===== src/rtl/mshr_pkg.sv =====
package mshr_pkg;
  typedef enum logic [2:0] {
    OP_ALLOC  = 3'd0,
    OP_SENT   = 3'd1,
    OP_RESEND = 3'd2,
    OP_FRONT  = 3'd3,
    OP_FREE   = 3'd4,
    OP_SQUASH = 3'd5
  } mshr_op_e;
endpackage


===== src/rtl/mshr_first_one.sv =====
module mshr_first_one #(
  parameter int W     = 4,
  parameter int IDX_W = 2
) (
  input  logic [W-1:0]     vec_i,
  output logic             found_o,
  output logic [IDX_W-1:0] idx_o
);
  always_comb begin
    found_o = 1'b0;
    idx_o   = '0;
    for (int i = W - 1; i >= 0; i--) begin
      if (vec_i[i]) begin
        found_o = 1'b1;
        idx_o   = IDX_W'(i);
      end
    end
  end
endmodule


===== src/rtl/mshr_match.sv =====
module mshr_match #(
  parameter int N      = 4,
  parameter int ADDR_W = 16,
  parameter int IDX_W  = 2
) (
  input  logic [N-1:0]             valid_i,
  input  logic [N-1:0][ADDR_W-1:0] addr_i,
  input  logic [N-1:0]             sec_i,
  input  logic [ADDR_W-1:0]        key_addr_i,
  input  logic                     key_sec_i,
  output logic                     hit_o,
  output logic [IDX_W-1:0]         idx_o
);
  logic [N-1:0] eq;

  for (genvar g = 0; g < N; g++) begin : g_cmp
    assign eq[g] = valid_i[g] && (addr_i[g] == key_addr_i) && (sec_i[g] == key_sec_i);
  end

  mshr_first_one #(.W(N), .IDX_W(IDX_W)) i_pick (
    .vec_i(eq), .found_o(hit_o), .idx_o(idx_o)
  );
endmodule


===== src/rtl/mshr_readyq.sv =====
module mshr_readyq #(
  parameter int N     = 4,
  parameter int IDX_W = 2,
  parameter int CNT_W = 3
) (
  input  logic             clk,
  input  logic             rst_n,
  input  logic [N-1:0]     kill_i,
  input  logic             push_i,
  input  logic             push_front_i,
  input  logic [IDX_W-1:0] push_idx_i,
  output logic [IDX_W-1:0] head_o,
  output logic             nonempty_o
);
  logic [N-1:0][IDX_W-1:0] q_r, q_kept, q_n;
  logic [CNT_W-1:0]        cnt_r, kept, cnt_n;
  logic                    upd;

  always_comb begin
    q_kept = '0;
    kept   = '0;
    for (int i = 0; i < N; i++) begin
      if ((CNT_W'(i) < cnt_r) && !kill_i[q_r[i]]) begin
        q_kept[kept] = q_r[i];
        kept         = kept + 1'b1;
      end
    end
    q_n   = q_kept;
    cnt_n = kept;
    if (push_i) begin
      if (push_front_i) begin
        for (int i = N - 1; i > 0; i--) q_n[i] = q_kept[i-1];
        q_n[0] = push_idx_i;
      end else begin
        q_n[kept] = push_idx_i;
      end
      cnt_n = kept + 1'b1;
    end
  end

  assign upd = push_i || (|kill_i);

  always_ff @(posedge clk or negedge rst_n) begin
    if (!rst_n) begin
      cnt_r <= '0;
    end else if (upd) begin
      cnt_r <= cnt_n;
    end
  end

  always_ff @(posedge clk) begin
    if (upd) q_r <= q_n;
  end

  assign head_o     = q_r[0];
  assign nonempty_o = (cnt_r != '0);
endmodule


===== src/rtl/mshr_file.sv =====
module mshr_file
  import mshr_pkg::*;
#(
  parameter int N_REQ      = 4,
  parameter int RESERVE    = 2,
  parameter int DEMAND_RES = 1,
  parameter int ADDR_W     = 16,
  parameter int TID_W      = 2,
  parameter int TIME_W     = 16,
  localparam int NENT      = N_REQ + RESERVE - 1,
  localparam int IDX_W     = (NENT > 1) ? $clog2(NENT) : 1,
  localparam int CNT_W     = $clog2(NENT + 1)
) (
  input  logic              clk,
  input  logic              rst_n,
  input  logic [TIME_W-1:0] now_i,
  input  logic              cmd_valid_i,
  input  logic [2:0]        cmd_op_i,
  input  logic [IDX_W-1:0]  cmd_idx_i,
  input  logic [TID_W-1:0]  cmd_tid_i,
  input  logic [ADDR_W-1:0] alloc_addr_i,
  input  logic              alloc_secure_i,
  input  logic [TIME_W-1:0] alloc_ready_i,
  input  logic              alloc_resp_i,
  output logic [IDX_W-1:0]  alloc_idx_o,
  input  logic [ADDR_W-1:0] lk_addr_i,
  input  logic              lk_secure_i,
  output logic              lk_hit_o,
  output logic [IDX_W-1:0]  lk_idx_o,
  output logic              issue_valid_o,
  output logic [IDX_W-1:0]  issue_idx_o,
  output logic [ADDR_W-1:0] issue_addr_o,
  output logic              issue_secure_o,
  output logic [TIME_W-1:0] next_ready_o,
  output logic              pending_o,
  output logic              full_o,
  output logic              can_prefetch_o,
  output logic [CNT_W-1:0]  alloc_cnt_o,
  output logic [CNT_W-1:0]  insvc_cnt_o
);
  localparam int FULL_LIM = NENT - RESERVE;
  localparam int PREF_LIM = NENT - (RESERVE + DEMAND_RES);

  // slot state
  logic [NENT-1:0]             v_r, v_n, sent_r, sent_n;
  logic [NENT-1:0][ADDR_W-1:0] addr_r;
  logic [NENT-1:0]             sec_r, resp_r;
  logic [NENT-1:0][TID_W-1:0]  tid_r;
  logic [NENT-1:0][TIME_W-1:0] rdy_r;
  logic [CNT_W-1:0]            acnt_r, acnt_n, icnt_r, icnt_n;

  // queue control
  logic [NENT-1:0]  kill;
  logic             push, push_front;
  logic [IDX_W-1:0] push_idx, head;
  logic             free_found, wr_alloc, sel_ok, sel_v, sel_s;
  logic [IDX_W-1:0] free_idx;
  mshr_op_e         op;

  mshr_first_one #(.W(NENT), .IDX_W(IDX_W)) i_free (
    .vec_i(~v_r), .found_o(free_found), .idx_o(free_idx)
  );

  mshr_match #(.N(NENT), .ADDR_W(ADDR_W), .IDX_W(IDX_W)) i_match (
    .valid_i(v_r), .addr_i(addr_r), .sec_i(sec_r),
    .key_addr_i(lk_addr_i), .key_sec_i(lk_secure_i),
    .hit_o(lk_hit_o), .idx_o(lk_idx_o)
  );

  mshr_readyq #(.N(NENT), .IDX_W(IDX_W), .CNT_W(CNT_W)) i_readyq (
    .clk(clk), .rst_n(rst_n), .kill_i(kill), .push_i(push),
    .push_front_i(push_front), .push_idx_i(push_idx),
    .head_o(head), .nonempty_o(pending_o)
  );

  assign op     = mshr_op_e'(cmd_op_i);
  assign sel_ok = ({1'b0, cmd_idx_i} < (IDX_W + 1)'(NENT));
  assign sel_v  = sel_ok && v_r[cmd_idx_i];
  assign sel_s  = sel_ok && sent_r[cmd_idx_i];

  assign full_o         = ({1'b0, acnt_r} > (CNT_W + 1)'(FULL_LIM));
  assign can_prefetch_o = (PREF_LIM > 0) && ({1'b0, acnt_r} < (CNT_W + 1)'(PREF_LIM));

  // next state of the slot table
  always_comb begin
    v_n        = v_r;
    sent_n     = sent_r;
    acnt_n     = acnt_r;
    icnt_n     = icnt_r;
    kill       = '0;
    push       = 1'b0;
    push_front = 1'b0;
    push_idx   = cmd_idx_i;
    wr_alloc   = 1'b0;
    if (cmd_valid_i) begin
      case (op)
        OP_ALLOC: if (!full_o && free_found) begin
          wr_alloc         = 1'b1;
          v_n[free_idx]    = 1'b1;
          sent_n[free_idx] = 1'b0;
          push             = 1'b1;
          push_idx         = free_idx;
          acnt_n           = acnt_r + 1'b1;
        end
        OP_SENT: if (sel_v && !sel_s) begin
          kill[cmd_idx_i] = 1'b1;
          if (resp_r[cmd_idx_i]) begin
            sent_n[cmd_idx_i] = 1'b1;
            icnt_n            = icnt_r + 1'b1;
          end else begin
            v_n[cmd_idx_i] = 1'b0;
            acnt_n         = acnt_r - 1'b1;
          end
        end
        OP_RESEND: if (sel_v && sel_s) begin
          sent_n[cmd_idx_i] = 1'b0;
          icnt_n            = icnt_r - 1'b1;
          push              = 1'b1;
        end
        OP_FRONT: if (sel_v && !sel_s) begin
          kill[cmd_idx_i] = 1'b1;
          push            = 1'b1;
          push_front      = 1'b1;
        end
        OP_FREE: if (sel_v) begin
          v_n[cmd_idx_i] = 1'b0;
          acnt_n         = acnt_r - 1'b1;
          if (sel_s) begin
            sent_n[cmd_idx_i] = 1'b0;
            icnt_n            = icnt_r - 1'b1;
          end else begin
            kill[cmd_idx_i] = 1'b1;
          end
        end
        OP_SQUASH: begin
          for (int i = 0; i < NENT; i++) begin
            if (v_r[i] && !sent_r[i] && (tid_r[i] == cmd_tid_i)) begin
              v_n[i]  = 1'b0;
              kill[i] = 1'b1;
            end
          end
          acnt_n = acnt_r - CNT_W'($countones(kill));
        end
        default: ;
      endcase
    end
  end

  always_ff @(posedge clk or negedge rst_n) begin
    if (!rst_n) begin
      v_r    <= '0;
      sent_r <= '0;
      acnt_r <= '0;
      icnt_r <= '0;
    end else if (cmd_valid_i) begin
      v_r    <= v_n;
      sent_r <= sent_n;
      acnt_r <= acnt_n;
      icnt_r <= icnt_n;
    end
  end

  // payload: written only on an accepted allocation, no reset needed
  always_ff @(posedge clk) begin
    if (wr_alloc) begin
      addr_r[free_idx] <= alloc_addr_i;
      sec_r[free_idx]  <= alloc_secure_i;
      tid_r[free_idx]  <= cmd_tid_i;
      rdy_r[free_idx]  <= alloc_ready_i;
      resp_r[free_idx] <= alloc_resp_i;
    end
  end

  assign alloc_idx_o    = free_idx;
  assign issue_idx_o    = head;
  assign issue_addr_o   = addr_r[head];
  assign issue_secure_o = sec_r[head];
  assign issue_valid_o  = pending_o && (rdy_r[head] <= now_i);
  assign next_ready_o   = pending_o ? rdy_r[head] : {TIME_W{1'b1}};
  assign alloc_cnt_o    = acnt_r;
  assign insvc_cnt_o    = icnt_r;
endmodule


===== config.mk =====
export PLATFORM = sky130hd
export DESIGN_NAME = mshr_file
export DESIGN_NICKNAME = d
export VERILOG_FILES = /design/src/rtl/mshr_pkg.sv /design/src/rtl/mshr_first_one.sv /design/src/rtl/mshr_match.sv /design/src/rtl/mshr_readyq.sv /design/src/rtl/mshr_file.sv
export SDC_FILE = /design/constraint.sdc
export NUM_CORES = 1
export LEC_CHECK = 0
export ABC_CLOCK_PERIOD_IN_PS = 9700
export BUFFER_PORTS_ARGS = -buffer_cell sky130_fd_sc_hd__buf_4
export CORE_ASPECT_RATIO = 1.75
export CORE_MARGIN = 4
export CORE_UTILIZATION = 29
export DETAILED_ROUTE_END_ITERATION = 10
export PLACE_DENSITY_LB_ADDON = 0.25
export SKIP_LAST_GASP = 1
export SYNTH_ARGS = -nofsm -noshare
export SYNTH_HDL_FRONTEND = slang
export SYNTH_SLANG_ARGS = --single-unit

===== constraint.sdc =====
create_clock -name clk -period 9.7 [get_ports clk]
set_input_delay 1.94 -clock clk [delete_from_list [all_inputs] [get_ports clk]]
set_output_delay 1.94 -clock clk [all_outputs]
set_load 0.02 [all_outputs]

==> impl_metrics.env <==
export IMPL_viasPerCell=5.25
export IMPL_layout_common_cells="edfxtp_1, buf_4, xnor2_1, nor2_1, nand2_1"
export IMPL_hold_buffers=0
export IMPL_internal_power_mw=2.30
export IMPL_cp_required_ns=9.94
export IMPL_clockBufferDepth=3
export IMPL_cp_end_kind="flop"
export IMPL_grt_max_degree=38
export IMPL_swShare_pct=39.3
export IMPL_ant_nets=0
export IMPL_antenna_found_initial=0
export IMPL_synth_cell_type_count=84
export IMPL_p_sw_mw=1.48
export IMPL_cp_data_arrival_time_ns=7.50
export IMPL_holdWs_ns=0.483
export IMPL_num_nets_final=1260
export IMPL_hold_viol=0
export IMPL_yosysSeqAreaShare_pct=50.3
export IMPL_syn_inst=1051
export IMPL_timing_final_crit_period_ns=7.26
export IMPL_fin_area_um2=14900
export IMPL_grt_setup_unrepaired="no"
export IMPL_drt_iter0_drc=478
export IMPL_firstDrtPassIters=5
export IMPL_clkSlewWorstSetupHoldPaths_ns=0.07
export IMPL_maxSlewViolCount=0
export IMPL_yosysWarnings=0
export IMPL_ys_async_sr_fraction_pct=8.88
export IMPL_postCtsSetupBuffers=0
export IMPL_grt_pass1_wl_um=60100
export IMPL_setup_ws_ns=2.44
export IMPL_p_clk_share_pct=23.8
export IMPL_slew_headroom_pct=33.4
export IMPL_wl_um=40500
export IMPL_hp_class="reg2reg"
export IMPL_combPwrFrac_pct=45.9
export IMPL_worstSetupPathType="in2reg"
export IMPL_grt_pass1_vias=9552
export IMPL_synth_area_um2=12600
export IMPL_fmax_ghz=0.138
export IMPL_area_delta_synth_final_pct=18.2
export IMPL_gp_congestion=0.964
export IMPL_max_cap_violations=0
export IMPL_cts_made_buffers=23
export IMPL_post_cts_resized=0
export IMPL_post_route_period_util_pct=74.9
export IMPL_cts_root_buffer="clkbuf_16"
export IMPL_clock_sinks=214
export IMPL_post_dp_hpwl_um=30200
export IMPL_num_antenna_cells=0
export IMPL_setup_viol=0
export IMPL_insertion_delay_ns=0.53
export IMPL_dp_slack_ns=2.03
export IMPL_vias=9079
export IMPL_irDropWorstVdd_mv=0.149
export IMPL_layout_drive_gt1_share_pct=21.3
export IMPL_power_density_nw_per_um2=254
export IMPL_tritoncts="built"
export IMPL_rows=100
export IMPL_grt_use_total_pct=17.0
export IMPL_drc=0
export IMPL_initial_core_util_pct=29.4
export IMPL_pin_count=131
export IMPL_critPathMaxFanout=23
export IMPL_seqPwrFrac_pct=30.4
export IMPL_cts_htree_levels=1
export IMPL_dieArea_um2=47000
export IMPL_synthFlopType="edfxtp_1"
export IMPL_synth_edf_count=195
export IMPL_post_dp_cell_area_um2=14100
export IMPL_wl_per_cell_um=23.5
export IMPL_portBuffers=130
export IMPL_grt_ovfl_total=0
export IMPL_tns_ns=0
export IMPL_die_height_um=284
export IMPL_layout_commonest_cell="edfxtp_1"
export IMPL_critPathLaunchType="input port"
export IMPL_synth_fp_nets=1160
export IMPL_fp_dieW_um=166
export IMPL_tightestPinTransition_ns=0.995
export IMPL_synth_seq_cells=214
export IMPL_avgSynthCellArea_um2=12.0
export IMPL_core_area_um2=42800
export IMPL_fin_skew_ns=0.0175
export IMPL_status="complete, no violations"
export IMPL_p_leak_nw=5.37
export IMPL_finish_utilization_pct=34.8
-- path summary, 6_finish.rpt --
check / startpoint / cells after the start / to / slack, ns
min in group asynchronous: rst_n / 1 / insvc_cnt_o[1] / 1.29
worst max register to register: v_r[1] / 20 / i_readyq.head_o[2] / 3.62
max in group asynchronous: rst_n / 1 / sent_r[1] / 8.15
worst min-delay path: insvc_cnt_o[2] / 1 / insvc_cnt_o[2] / 0.48
worst min register to register: insvc_cnt_o[2] / 1 / insvc_cnt_o[2] / 0.48
worst max-delay path: cmd_idx_i[0] / 21 / i_readyq.head_o[2] / 2.44
-- power by group through the flow --
stage / Clock (mW) / Combinational [mW] / Sequential (mW)
floorplan: 0 / 1.24 / 1.14
global placement: 0 / 1.72 / 1.17
detailed placement: 0 / 1.73 / 1.17
CTS: 0.926 / 1.73 / 1.15
global route: 0.959 / 1.89 / 1.15
finish: 0.899 / 1.73 / 1.15
-- layer usage --
| layer | up-vias | wire, um | track usage, % |
|---|---|---|---|
| li1 | 4184 | - | - |
| met1 | 4518 | 14200 | 17.8 |
| met2 | 285 | 22700 | 32.7 |
| met3 | 92 | 1690 | 2.01 |
| met4 | 0 | 2040 | 7.66 |
| met5 | - | 0 | 0 |
-- per-stage QoR --
| step | cells | power, mW |
|---|---|---|
| 3_5_place_dp | 1687 | 2.89 |
| 5_1_grt | 1728 | 4.00 |
| 6_report | 1728 | 3.78 |
| 2_1_floorplan | 1051 | 2.39 |
| 4_1_cts | 1728 | 3.81 |
| 3_3_place_gp | 1687 | 2.89 |
-- area by class of cell --
cell class | instances | area [um^2]
clock buffers | 24 | 579
clock inverters | 17 | 186
fillers | 4337 | 27900
inverters | 43 | 161
multi-input cells | 723 | 5840
flip-flops and latches | 214 | 6330
well taps | 561 | 702
repair buffers | 146 | 1100
-- cell families (layout without fill, tap and decap cells) --
logic type | count (synthesis) | count (layout) | share of synthesized area, %
buf+inv | 114 | 230 | 3.63
simple gates | 277 | 277 | 11.8
mux | 80 | 80 | 9.75
flops | 214 | 214 | 50.3
xor+xnor | 119 | 119 | 8.27
fa+ha+maj | 32 | 32 | 3.58
compound gates | 215 | 215 | 12.7
-- cell usage after synthesis, drive strengths merged (10+ instances only) --
master  count  share of area [%]
edfxtp    195                 46
xnor2      84                5.8
nor2       59                1.8
clkbuf     53                1.6
nand2      45                1.3
inv        41                1.2
o21ai      39                1.5
mux2i      38                3.0
a21oi      36                1.4
a22o       35                2.4
xor2       35                2.4
mux4       33                5.9
nand2b     32                1.6
nand4      32                1.6
nor3       32                1.4
ha         24                2.4
dfrtp      19                3.8
buf        18               0.76
nor4       14               0.70
nand3      13               0.62
or3        11               0.55
o21a       10               0.60
-- flip-flops by register name, indices dropped and copies added (netlist names) --
signal           cells
tid_r               10
rdy_r               80
i_readyq.head_o      3
sent_r               5
insvc_cnt_o          3
resp_r               5
i_readyq.cnt_r       3
addr_r              80
sec_r                5
alloc_cnt_o          3
v_r                  5
i_readyq.q_r        12
-- worst max-delay path, cell delays in order --
cell	delay [ns]
buf_4	0.25
mux2_2	0.40
o2bb2ai_2	0.16
o2111a_1	0.31
a31oi_1	0.39
a2111o_1	0.24
and3_1	0.31
inv_1	0.14
fa_1	0.55
buf_4	0.27
clkinv_1	0.30
ha_1	0.31
inv_1	0.11
a211oi_1	0.06
a211oi_1	0.25
o211a_2	0.29
xnor2_1	0.16
o22ai_1	0.13
o21a_1	0.18
a31oi_1	0.58
mux2i_1	0.16
No activity file was read; power rests on OpenSTA's default activity.
